<file path="src/rtl/txsteer_pkg.sv">
package txsteer_pkg;
  // Strobes from control to datapath, valid in the sampling cycle
  typedef struct packed {
    logic wrEn;      // write the current word to the selected port
    logic lastWord;  // word ends a packet, byte-count code applies
    logic protoErr;  // protocol misuse seen on this cycle
  } steerCtl_t;
endpackage

</file>
<file path="src/rtl/txsteer_ctrl.sv">
module txsteer_ctrl
  import txsteer_pkg::*;
#(
  parameter int NUM_PORTS = 4,
  parameter int BYTES     = 4,
  localparam int PORT_W   = $clog2(NUM_PORTS),
  localparam int MOD_W    = $clog2(BYTES)
) (
  input  logic              clk,
  input  logic              rst,
  input  logic              busEnN,
  input  logic              addrCyc,
  input  logic              pktEnd,
  input  logic [MOD_W-1:0]  modCode,
  input  logic [PORT_W-1:0] addrBits,
  output steerCtl_t         ctl,
  output logic [PORT_W-1:0] selPort
);
  logic selValid;
  logic isAddr;
  logic isData;
  logic addrLegal;

  assign isAddr    = busEnN & addrCyc;
  assign isData    = ~busEnN;
  assign addrLegal = ({1'b0, addrBits} < (PORT_W+1)'(NUM_PORTS));

  always_ff @(posedge clk) begin
    if (rst) begin
      selValid <= 1'b0;
      selPort  <= '0;
    end else if (isAddr) begin
      selValid <= addrLegal;
      selPort  <= addrBits;
    end
  end

  always_comb begin
    ctl.wrEn     = isData & selValid;
    ctl.lastWord = pktEnd;
    ctl.protoErr = isData & (~selValid | ((modCode != '0) & ~pktEnd));
  end

  // selection only moves on a port-select cycle
  assert_sel_hold_R5: assert property (@(posedge clk) disable iff (rst)
    !(busEnN && addrCyc) |=> ($stable(selPort) && $stable(selValid)));

  // a port-select cycle always leaves some port chosen
  assert_sel_taken_R2: assert property (@(posedge clk) disable iff (rst)
    (busEnN && addrCyc && addrLegal) |=> (selValid && selPort == $past(addrBits)));
endmodule

</file>
<file path="src/rtl/txsteer_dpath.sv">
module txsteer_dpath
  import txsteer_pkg::*;
#(
  parameter int NUM_PORTS = 4,
  parameter int DATA_W    = 32,
  localparam int BYTES    = DATA_W / 8,
  localparam int PORT_W   = $clog2(NUM_PORTS),
  localparam int MOD_W    = $clog2(BYTES)
) (
  input  logic                 clk,
  input  logic                 rst,
  input  steerCtl_t            ctl,
  input  logic [PORT_W-1:0]    selPort,
  input  logic [MOD_W-1:0]     modCode,
  input  logic                 pktStart,
  input  logic                 pktEnd,
  input  logic                 errIn,
  input  logic [DATA_W-1:0]    busData,
  output logic [NUM_PORTS-1:0] portWr,
  output logic [DATA_W-1:0]    wrData,
  output logic [BYTES-1:0]     wrByteEn,
  output logic                 wrSop,
  output logic                 wrEop,
  output logic                 wrErr,
  output logic                 protoErr
);
  logic [NUM_PORTS-1:0] portWrNext;
  logic [BYTES-1:0]     byteEnNext;

  // one strobe bit per port
  for (genvar p = 0; p < NUM_PORTS; p++) begin : gPort
    assign portWrNext[p] = ctl.wrEn & (selPort == PORT_W'(p));
  end

  // bytes fill from the top: byte i is valid when i >= code
  for (genvar i = 0; i < BYTES; i++) begin : gByte
    assign byteEnNext[i] = ~ctl.lastWord | (modCode <= MOD_W'(i));
  end

  always_ff @(posedge clk) begin
    if (rst) begin
      portWr   <= '0;
      wrData   <= '0;
      wrByteEn <= '0;
      wrSop    <= 1'b0;
      wrEop    <= 1'b0;
      wrErr    <= 1'b0;
      protoErr <= 1'b0;
    end else begin
      portWr   <= portWrNext;
      protoErr <= ctl.protoErr;
      if (ctl.wrEn) begin
        wrData   <= busData;
        wrByteEn <= byteEnNext;
        wrSop    <= pktStart;
        wrEop    <= pktEnd;
        wrErr    <= errIn;
      end else begin
        wrByteEn <= '0;
        wrSop    <= 1'b0;
        wrEop    <= 1'b0;
        wrErr    <= 1'b0;
      end
    end
  end

  assert_onehot_wr_R4: assert property (@(posedge clk) disable iff (rst)
    $onehot0(portWr));

  // every legal code keeps the top byte valid
  assert_be_msb_R6: assert property (@(posedge clk) disable iff (rst)
    (portWr != '0) |-> wrByteEn[BYTES-1]);
endmodule

</file>
<file path="src/rtl/txbus_port_steer.sv">
module txbus_port_steer
  import txsteer_pkg::*;
#(
  parameter int NUM_PORTS = 4,
  parameter int DATA_W    = 32,
  localparam int BYTES    = DATA_W / 8,
  localparam int PORT_W   = $clog2(NUM_PORTS),
  localparam int MOD_W    = $clog2(BYTES)
) (
  input  logic                 clk,
  input  logic                 rst,
  input  logic                 busEnN,
  input  logic                 addrCyc,
  input  logic                 pktStart,
  input  logic                 pktEnd,
  input  logic [MOD_W-1:0]     modCode,
  input  logic                 errIn,
  input  logic [DATA_W-1:0]    busData,
  output logic [NUM_PORTS-1:0] portWr,
  output logic [DATA_W-1:0]    wrData,
  output logic [BYTES-1:0]     wrByteEn,
  output logic                 wrSop,
  output logic                 wrEop,
  output logic                 wrErr,
  output logic                 protoErr
);
  steerCtl_t         ctl;
  logic [PORT_W-1:0] selPort;

  txsteer_ctrl #(.NUM_PORTS(NUM_PORTS), .BYTES(BYTES)) uCtrl (
    .clk      (clk),
    .rst      (rst),
    .busEnN   (busEnN),
    .addrCyc  (addrCyc),
    .pktEnd   (pktEnd),
    .modCode  (modCode),
    .addrBits (busData[PORT_W-1:0]),
    .ctl      (ctl),
    .selPort  (selPort)
  );

  txsteer_dpath #(.NUM_PORTS(NUM_PORTS), .DATA_W(DATA_W)) uDpath (
    .clk      (clk),
    .rst      (rst),
    .ctl      (ctl),
    .selPort  (selPort),
    .modCode  (modCode),
    .pktStart (pktStart),
    .pktEnd   (pktEnd),
    .errIn    (errIn),
    .busData  (busData),
    .portWr   (portWr),
    .wrData   (wrData),
    .wrByteEn (wrByteEn),
    .wrSop    (wrSop),
    .wrEop    (wrEop),
    .wrErr    (wrErr),
    .protoErr (protoErr)
  );

  assert_idle_quiet_R10: assert property (@(posedge clk) disable iff (rst)
    (busEnN && !addrCyc) |=> (portWr == '0 && !protoErr));

  assert_addr_nowrite_R2: assert property (@(posedge clk) disable iff (rst)
    busEnN |=> (portWr == '0));

  assert_flags_zero_R9: assert property (@(posedge clk) disable iff (rst)
    (portWr == '0) |-> (wrByteEn == '0 && !wrSop && !wrEop && !wrErr));

  assert_data_copy_R4: assert property (@(posedge clk) disable iff (rst)
    !busEnN |=> (portWr == '0 || wrData == $past(busData)));

  assert_midword_full_R7: assert property (@(posedge clk) disable iff (rst)
    (!busEnN && !pktEnd) |=> (portWr == '0 || wrByteEn == '1));
endmodule

</file>
<file path="config.mk">
export PLATFORM = sky130hd
export DESIGN_NAME = txbus_port_steer
export DESIGN_NICKNAME = d
export VERILOG_FILES = /design/src/rtl/txsteer_pkg.sv /design/src/rtl/txsteer_ctrl.sv /design/src/rtl/txsteer_dpath.sv /design/src/rtl/txbus_port_steer.sv
export SDC_FILE = /design/constraint.sdc
export NUM_CORES = 1
export LEC_CHECK = 0
export ABC_AREA = 1
export CAP_MARGIN = 20
export CORE_MARGIN = 1
export CORE_UTILIZATION = 35
export CTS_BUF_LIST = sky130_fd_sc_hd__clkbuf_8
export CTS_CLUSTER_SIZE = 30
export DETAILED_ROUTE_END_ITERATION = 7
export DONT_BUFFER_PORTS = 1
export PLACE_DENSITY = 0.57
export SLEW_MARGIN = 20
export SYNTH_ARGS = -nofsm -noshare
export SYNTH_HDL_FRONTEND = slang
export SYNTH_HIERARCHICAL = 1
export SYNTH_SLANG_ARGS = --single-unit
</file>
<file path="constraint.sdc">
create_clock -name clk -period 2.72 [get_ports clk]
set_input_delay 0.544 -clock clk [delete_from_list [all_inputs] [get_ports clk]]
set_output_delay 0.544 -clock clk [all_outputs]
set_load 0.01 [all_outputs]
</file>
==> run metrics, run 1 <==
mux share of post-synthesis cell area=0%; hold buffers post-CTS=0; largest area contributor in the netlist=dfxtp_1; clock sinks=between 40 and 50; fillers=502; largest cells by area after synthesis=dfxtp_1 (55%), nor2_1 (13%), nor2_2 (6.6%); Mapped Cells=196; status=finished clean; clock transition at the registers of the reported paths=around 0.090 ns; met1 GRT Util=14.0%; H-tree lvl count=2; kind of start point of the critical path=flop; share of cells above drive strength 1=16.5%; slowest library cell on the worst path=buf_4; met2 GRT Util=22.3%; Avg Inst Size Synth=8.72 um2; slew at the pin with the worst max-slew slack=0.497 ns; Crit. End Element=flop; leading cell type in the layout, fill and taps excluded=nor2_1; share of the synthesized area in the top cell type=55.1%; Final Max Tran Viols=0; Pleak=0.748 nW; final count of hold timing violations=0; drc violations=0; Top delay family on crit path=buffers and inverters; gpl congestion=0.712; Setup-failing EPs final=0; Top Usage Layer GRT=met2; Die H=71.9 um; final wirelength=about 3100 um; Peak supply drop=0.000327 V; via count=roughly 1.2k; worst hold path class=in2reg; met3 Use GR=4.92%; crit path buf inv count=3; Mapped Nets=237; worst skew pair latency=roughly 0.29 ns; CP Data Required Time=2.91 ns; Most common cell on crit path=nor2_1; DIE AREA=5170 um2; initial antenna violation count=0; Hold Crit Start=rst; worst-path fanout max=37; pin count of the biggest net entering global routing=38; WHS=a little over 0.3 ns; Synth Area in Compound Gates=11.1%; DR vias/cell=4.57; Starting Density=36.2%; DRT iter0 DRCs=66; Max stage delay on crit path=0.37 ns; TritonCTS clock tree=built; Num CTS Buffers=5; Worst R2R Setup Slack=between 1 and 1.5 ns; Setup TNS=0 ns; pwr dens=714 nW/um2; crit-path cells=inv_1 > nor2_2 > buf_4 > inv_8 > nor2_1 > nor2_1; num ports=85; Critical Path Stages=6; simple-gate share of the synthesized area=22.6%; root buf cell=clkbuf_8; CTS resizes=0; total of max-cap violations=0; row count=25; Max Freq=roughly 740 MHz; first-pass GRT wire length=a little over 5000 um; Bufs on Longest Clock Path=2; final setup skew=0.00518 ns; detailed placement HPWL=2060 um; Register-to-Register Path Depth=6; sequential share of the synthesized area=55.1%; CP Data Arrival Time=~1.5 ns; RSZ-0062 raised after global routing=no; total grt overflow=0; Worst R2R End=uDpath/wrData[20]$_SDFFE_PP0P_; drt pass-1 iters=4; most frequent cells in the layout=nor2_1 (57), dfxtp_1 (47), nor2_2 (19), o21ai_1 (18), o21ai_0 (15); Yosys warnings=6; mapped cell area=1710 um2; relative slew slack=66.8%; multi-input logic area=579 um2; Final #Nets=approximately 230; Core Area=4720 um2; ant diodes=0; area delta synth->final=3.37%; Post-Synth XOR/XNOR Area=0%; #FFs+latches synth=47; Post-Synth Adder-Cell Area=0%; Setup crit end=uDpath/wrData[20]$_SDFFE_PP0P_; drt wl/cell=approximately 12 um; Tot GR Track Use=12.8%; Worst Setup SP=uCtrl/selValid$_SDFFE_PP0P_; crit path kind=reg2reg; # Post-CTS Setup Buffers=0; r2r startpoint=uCtrl/selValid$_SDFFE_PP0P_; Synth cell types=16; vias in the first global route=1163; Detail Route Antenna Nets=0; Tmin final=1.34 ns; largest family of logic cells by synthesized area=simple AND/OR/NAND/NOR gates; Die Wd=71.9 um; IO Port Bufs=0; area occupied by registers=941 um2; crit share post-route=49.4%
## sequential cells by signal (all words and copies together) (netlist names)
name	flops
uDpath/protoErr	1
uDpath/wrByteEn	4
uDpath/wrData	32
uCtrl/selPort	2
uDpath/wrEop	1
uDpath/wrSop	1
uDpath/wrErr	1
uCtrl/selValid	1
uDpath/portWr	4
## logic make-up (layout without fill, tap and decap cells)
family,count (synthesis),count (layout)
AO/OA/AOI/OAI,38,38
flip-flops,47,47
AND/OR/NAND/NOR,87,87
buffers and inverters,24,22
## cells in the mapped netlist
cell	n
nand3_1	5
o21ai_0	15
buf_12	3
buf_6	4
inv_2	1
a21oi_1	5
nand2_2	1
dfxtp_1	47
inv_1	11
buf_4	4
nand3_2	1
o21ai_1	18
nand2_1	4
nor2_2	18
nor2_1	58
inv_8	1
## final cells by class
type / count / area share [%]
Multi-Input combinational cell: 125 / 32.8
Clock buffer: 6 / 4.67
Timing Repair Buffer: 1 / 0.425
Clock inverter: 2 / 0.921
Tap cell: 67 / 4.75
Inverter: 13 / 3.19
Sequential cell: 47 / 53.3
## stage by stage
step / instances / worst slack (ns) / total power, mW / area [um2] / util (%)
6_report: 261 / 1.38 / 1.26 / 1770 / 37.4
5_1_grt: 261 / 1.24 / 1.32 / 1770 / 37.4
4_1_cts: 261 / 1.37 / 1.28 / 1770 / 37.4
3_5_place_dp: 253 / 1.21 / 0.837 / 1670 / 35.3
3_3_place_gp: 253 / 1.23 / 0.836 / 1670 / 35.3
2_1_floorplan: 196 / 1.49 / 0.837 / 1710 / -
## how the worst min path moves through the flow
| stage | end | slack [ns] | depth (start not counted) |
|---|---|---|---|
| 5_1_grt | uCtrl/selPort[0]$_SDFFE_PP0P_ | 0.29 | 1 |
| 3_5_place_dp | uDpath/portWr[1]$_SDFF_PP0_ | 0.45 | 1 |
| 3_3_place_gp | uDpath/portWr[1]$_SDFF_PP0_ | 0.46 | 1 |
| 2_1_floorplan | uDpath/portWr[1]$_SDFF_PP0_ | 0.43 | 1 |
| 6_report | uDpath/protoErr$_SDFF_PP0_ | 0.31 | 1 |
| 4_1_cts | uDpath/protoErr$_SDFF_PP0_ | 0.29 | 1 |
## routing by layer
metal | part of all wire [%] | up-vias
met5 | 0 | -
met4 | 0.83 | 0
met3 | 9.8 | 2
met2 | 48 | 62
met1 | 42 | 527
li1 | - | 603
## where the power goes
part | switching [mW] | internal (mW)
Clock | 0.233 | 0.208
Sequential | 0.0343 | 0.720
Combinational | 0.0434 | 0.0222
No activity file was read; power rests on OpenSTA's default activity.
==> run 2, diff against run 1 <==
- ABC_AREA: 1 -> 0
- PLACE_DENSITY: 0.57 -> 0.59
- clock period: 2.72 -> 1.1 ns (I/O delays scaled with it)
==> run 2 against run 1 <==
  * The run now ends with negative hold slack left
  * Final cell count down 24%
  * Sequential share of layout area barely moved
  * First-iteration DRC count decreased by 48%
  * Combinational power is 140% higher
  * Largest cell class unchanged
==> run metrics, run 2 <==
EDFF count, synth=0; Synth async-reset ratio=0%; Detail Route Antenna Nets=0; fillers=427; Max Freq=912 MHz; most frequent cells in the layout=dfxtp_1 (46), nor2_1 (34), mux2i_1 (30), clkbuf_8 (5), a21oi_1 (5); largest cells by area after synthesis=dfxtp_1 (57%), mux2i_1 (20%), nor2_1 (7.8%); total grt overflow=0; pre-CTS setup slack=-0.0521 ns; share of cells above drive strength 1=a little over a tenth; Peak supply drop=between 0.0006 and 0.0007 V; Reg with most FFs=uDpath/wrData; Mapped Cells=145; leading cell type in the layout, fill and taps excluded=dfxtp_1; Register-to-Register Path Depth=5; Area after DPL=1640 um2; Pleak=between 0.6 and 0.7 nW; Num CTS Buffers=5; Hold Crit Start=rst; crit share post-route=99.7%; failing checks=negative hold slack; relative slew slack=86.9%; ant diodes=0; slew at the pin with the worst max-slew slack=0.197 ns; area delta synth->final=8.10%; drt pass-1 iters=4; root buf cell=clkbuf_8; TritonCTS clock tree=built; CP Data Arrival Time=1.28 ns; final std cells w/o fill=199; row count=24; via count=996; Yosys warnings=6; DIE AREA=4960 um2; worst skew pair latency=0.28 ns; vias in the first global route=1031; Tot GR Track Use=12.7%; Avg Inst Size Synth=11.3 um2; Post-Synth Adder-Cell Area=0%; total of max-cap violations=0; DP Cell Count=191; final count of hold timing violations=5; Largest regs=uDpath/wrData (32), uDpath/portWr (4), uDpath/wrByteEn (4); Tmin final=1.10 ns; Util after Layout=40.1%; Final WS setup=roughly 0.0036 ns; Synth Area in Compound Gates=under 10%; max reg flops=32; share of the synthesized area in the top cell type=57.4%; RSZ-0062 raised after global routing=yes; r2r startpoint=uCtrl/selValid$_SDFFE_PP0P_; Synth Flop Type=dfxtp_1; drc violations=0; Mapped Nets=186; final wirelength=2970 um; Final #Nets=~190; Worst R2R Setup Slack=about 0.0036 ns; Setup-failing EPs final=0; H-tree lvl count=2; kind of start point of the critical path=flop; Die H=around 70 um; initial antenna violation count=0; worst hold path class=in2reg; DR vias/cell=5.01; crit path kind=reg2reg; drt wl/cell=14.9 um; dominant cell by count in the synthesized netlist=dfxtp_1; largest family of logic cells by synthesized area=multiplexers; pwr dens=1620 nW/um2; Core Area=4410 um2; num ports=85; WHS=-0.00474 ns; clock sinks=47; IO Port Bufs=0; Starting Density=37.1%; hold depth=1; largest area contributor in the netlist=dfxtp_1; Final Max Tran Viols=0; final instance area=1770 um2; clock transition at the registers of the reported paths=0.08 ns; status=finished with violations; pin count of the biggest net entering global routing=38; Worst R2R End=uDpath/portWr[3]$_SDFF_PP0_; #FFs+latches synth=47; detailed placement HPWL=2140 um; gpl congestion=0.657; mapped cell area=1640 um2; Post-Synth XOR/XNOR Area=0%; CP Data Required Time=1.29 ns; Bufs on Longest Clock Path=2; Hold Crit Endpoint=uCtrl/selValid$_SDFFE_PP0P_; worst-path fanout max=7; first-pass GRT wire length=between 4000 and 5000 um; Die Wd=70.4 um; sequential share of the synthesized area=57.4%; mux share of post-synthesis cell area=19.6%; simple-gate share of the synthesized area=12.9%; top post-synthesis cells by count=dfxtp_1 (47), nor2_1 (34), mux2i_1 (32); Crit. End Element=flop; DRT iter0 DRCs=34; Synth cell types=22; final setup skew=0.00570 ns
## run 2: final cells by class
class	instances	area, um2	area share, %
clock inverter	1	3.75	0.212
sequential	47	942	53.2
timing repair buffer	5	77.6	4.38
inverter	1	6.26	0.353
multi-input combinational	88	607	34.3
clock buffer	5	68.8	3.89
tap	52	65.1	3.67
## run 2: report_power, final
part	total (mW)	leakage [nW]	internal, mW	switching [mW]
Combinational	0.159	0.230	0.0929	0.0665
Clock	0.894	0.0413	0.414	0.480
Sequential	1.81	0.382	1.76	0.0570
## run 2: worst max-delay path by stage
stage / from / endpoint / slack (ns) / depth (start not counted)
global placement: uCtrl/selValid$_SDFFE_PP0P_ / uDpath/wrData[30]$_SDFFE_PP0P_ / 0.005 / 4
finish: uCtrl/selValid$_SDFFE_PP0P_ / uDpath/portWr[3]$_SDFF_PP0_ / 0.004 / 5
global route: uCtrl/selValid$_SDFFE_PP0P_ / uDpath/wrData[19]$_SDFFE_PP0P_ / -0.06 / 4
CTS: uCtrl/selValid$_SDFFE_PP0P_ / uDpath/wrData[12]$_SDFFE_PP0P_ / -0.02 / 4
floorplan: uCtrl/selValid$_SDFFE_PP0P_ / uDpath/wrData[0]$_SDFFE_PP0P_ / 0.02 / 5
detailed placement: uCtrl/selValid$_SDFFE_PP0P_ / uDpath/wrData[19]$_SDFFE_PP0P_ / -0.05 / 4
## run 2: per-stage QoR
stage / power [mW] / TNS (ns)
floorplan: 2.00 / 0
finish: 2.87 / 0
CTS: 2.90 / -0.0743
global placement: 1.98 / 0
detailed placement: 1.99 / -0.530
global route: 3.00 / -0.881
## run 2: cells by family after synthesis
family | count (synthesis)
AOI/OAI and AO/OA | 10
and+or+nand+nor | 46
DFF | 47
buffers and inverters | 10
muxes | 32
## run 2: metal layers
layer,global-route usage [%],part of all wire (%),vias up
met3,6.64,8.8,4
li1,-,-,480
met2,22.3,53,47
met1,12.2,37,465
met5,0,0,-
met4,5.56,1.3,0
## run 2: timing repair
item                                    in CTS  in global routing
hold endpoints to repair                    35                 34
gates resized for setup                      5                  3
endpoints found under the setup margin      32                 32
setup buffers                                0                  1
cloned                                       1                  0
## run 2: critical path: stages (launching register included)
cell,delay (ns)
dfxtp_2,0.32
and2b_4,0.20
buf_4,0.15
nand2b_4,0.11
inv_4,0.05
and3_1,0.17
==> run 3, diff against run 2 <==
- ABC_AREA: 0 -> 1
- CTS_BUF_LIST: sky130_fd_sc_hd__clkbuf_8 -> sky130_fd_sc_hd__clkbuf_16
==> run 3 against run 2 <==
  * Critical path type unchanged
  * Critical path depth rose by 1
  * Sequential share of layout area fell by 3.2 points
  * Core utilization fell by 0.19 points
  * Maximum frequency rose by 6.8%
  * Sequential cell count did not move
  * Via count rose by 21%
  * Combinational power rose by 24%
  * The run now ends clean
==> run metrics, run 3 (synthesized netlist as in run 1, its figures left out) <==
status=finished clean; crit path buf inv count=3; pin count of the biggest net entering global routing=33; drt pass-1 iters=4; Tot GR Track Use=about an eighth; final setup skew=0.00241 ns; vias in the first global route=1115; Pleak=0.809 nW; Most common cell on crit path=buf_12; drt wl/cell=between 10 and 15 um; RSZ-0062 raised after global routing=no; Top delay family on crit path=buffers and inverters; share of cells above drive strength 1=a little under a fifth; clock transition at the registers of the reported paths=0.06 ns; pwr dens=roughly 1800 nW/um2; CP Data Arrival Time=1.20 ns; crit-path cells=inv_2 > nor2_4 > buf_12 > buf_12 > o21ai_0 > nor2_1; Core Area=4720 um2; worst hold path class=in2reg; crit share post-route=a little over 90%; Worst R2R Setup Slack=0.07 ns; initial antenna violation count=0; max reg flops=32; H-tree lvl count=2; detailed placement HPWL=2230 um; DRT iter0 DRCs=51; Largest regs=uDpath/wrData (32), uDpath/portWr (4), uDpath/wrByteEn (4); Reg with most FFs=uDpath/wrData; worst skew pair latency=between 0.2 and 0.3 ns; gpl congestion=slightly above 0.7; Setup TNS=0 ns; Die H=71.9 um; leading cell type in the layout, fill and taps excluded=nor2_1; most frequent cells in the layout=nor2_1 (56), dfxtp_1 (46), o21ai_1 (23), nor2_2 (19), inv_1 (11); relative slew slack=between 80% and 90%; Die Wd=a little over 70 um; area delta synth->final=10.3%; Starting Density=36.2%; Crit. End Element=flop; CP Data Required Time=about 1.3 ns; TritonCTS clock tree=built; kind of start point of the critical path=flop; final count of hold timing violations=0; Tmin final=1.03 ns; slowest library cell on the worst path=dfxtp_2; slew at the pin with the worst max-slew slack=around 0.24 ns; Detail Route Antenna Nets=0; clock sinks=47; num ports=85; drc violations=0; Util after Layout=between 30 and 40%; Max stage delay on crit path=0.32 ns; DR vias/cell=4.55; Peak supply drop=between 0.0005 and 0.0006 V; total grt overflow=0; total of max-cap violations=0; via count=1209; Bufs on Longest Clock Path=2; Max Freq=974 MHz; DIE AREA=5170 um2; Num CTS Buffers=5; root buf cell=clkbuf_16; crit path kind=reg2reg; first-pass GRT wire length=between 5000 and 6000 um; final wirelength=3290 um; row count=25; ant diodes=0; IO Port Bufs=0; Setup-failing EPs final=0; Final Max Tran Viols=0; Final #Nets=about 240; worst-path fanout max=12
==> run 3: cell count changes in the layout (fill, tap and decap cells not counted), moves of 4 or more <==
cell / change
o21ai_0: +10
o21ai_1: +23
clkbuf_8: -5
nor2_1: +22
nor2_2: +19
clkbuf_16: +5
mux2i_1: -30
nand2_1: +4
inv_1: +10
==> run 3: stage by stage <==
step                      std cells  power (mW)  cell area, um2  setup WS, ns  hold slack, ns
final                           266        3.42            1890        0.0731          0.0103
after global routing            266        3.59            1890       0.00977         0.00121
after CTS                       264        3.48            1860       0.00608         0.00419
after detailed placement        257        2.09            1720        0.0219           0.293
after global placement          257        2.09            1720        0.0513           0.291
after floorplan                 196        2.07            1710        0.0771           0.289
==> run 3: what timing repair did <==
item / CTS / global route
endpoints found under the hold margin: 5 / 0
endpoints found under the setup margin: 0 / 35
gates resized for setup: 0 / 9
buffers inserted: 0 / 2
hold buffers: 1 / 0
==> run 3: worst paths after layout <==
path                                                    start                              to  cells past startpoint
worst max-delay path              uCtrl/selValid$_SDFFE_PP0P_  uDpath/wrData[19]$_SDFFE_PP0P_                      6
worst min-delay path                                      rst   uCtrl/selPort[0]$_SDFFE_PP0P_                      1
worst max register to register    uCtrl/selValid$_SDFFE_PP0P_  uDpath/wrData[19]$_SDFFE_PP0P_                      6
worst min register to register  uCtrl/selPort[1]$_SDFFE_PP0P_     uDpath/portWr[1]$_SDFF_PP0_                      1
==> run 3: worst register-to-register path: stages, from the launching register on <==
cell     delay, ns
dfxtp_2       0.32
inv_2         0.07
nor2_4        0.04
buf_12        0.13
buf_12        0.14
o21ai_0       0.16
nor2_1        0.06
==> run 3: per-layer routing <==
| layer | track usage (%) | part of all wire, % | vias to the layer above |
|---|---|---|---|
| li1 | - | - | 618 |
| met3 | 6.19 | 9.5 | 2 |
| met2 | 20.8 | 46 | 55 |
| met4 | 5.23 | 0.82 | 0 |
| met5 | 0 | 0 | - |
| met1 | 15.6 | 43 | 534 |
==> run 3: power breakdown <==
part           internal [mW]  total [mW]  switching, mW
combinational         0.0802       0.197          0.116
sequential              1.78        1.87         0.0871
clock                  0.807        1.35          0.547
total                   2.67        3.42          0.751
==> run 3: layout make-up <==
type	count	area [um2]
flip-flops and latches	47	942
clock inverters	1	3.75
clock buffers	5	125
multi-input cells	125	587
well taps	67	83.8
repair buffers	8	87.6
fillers	492	2840
inverters	13	56.3
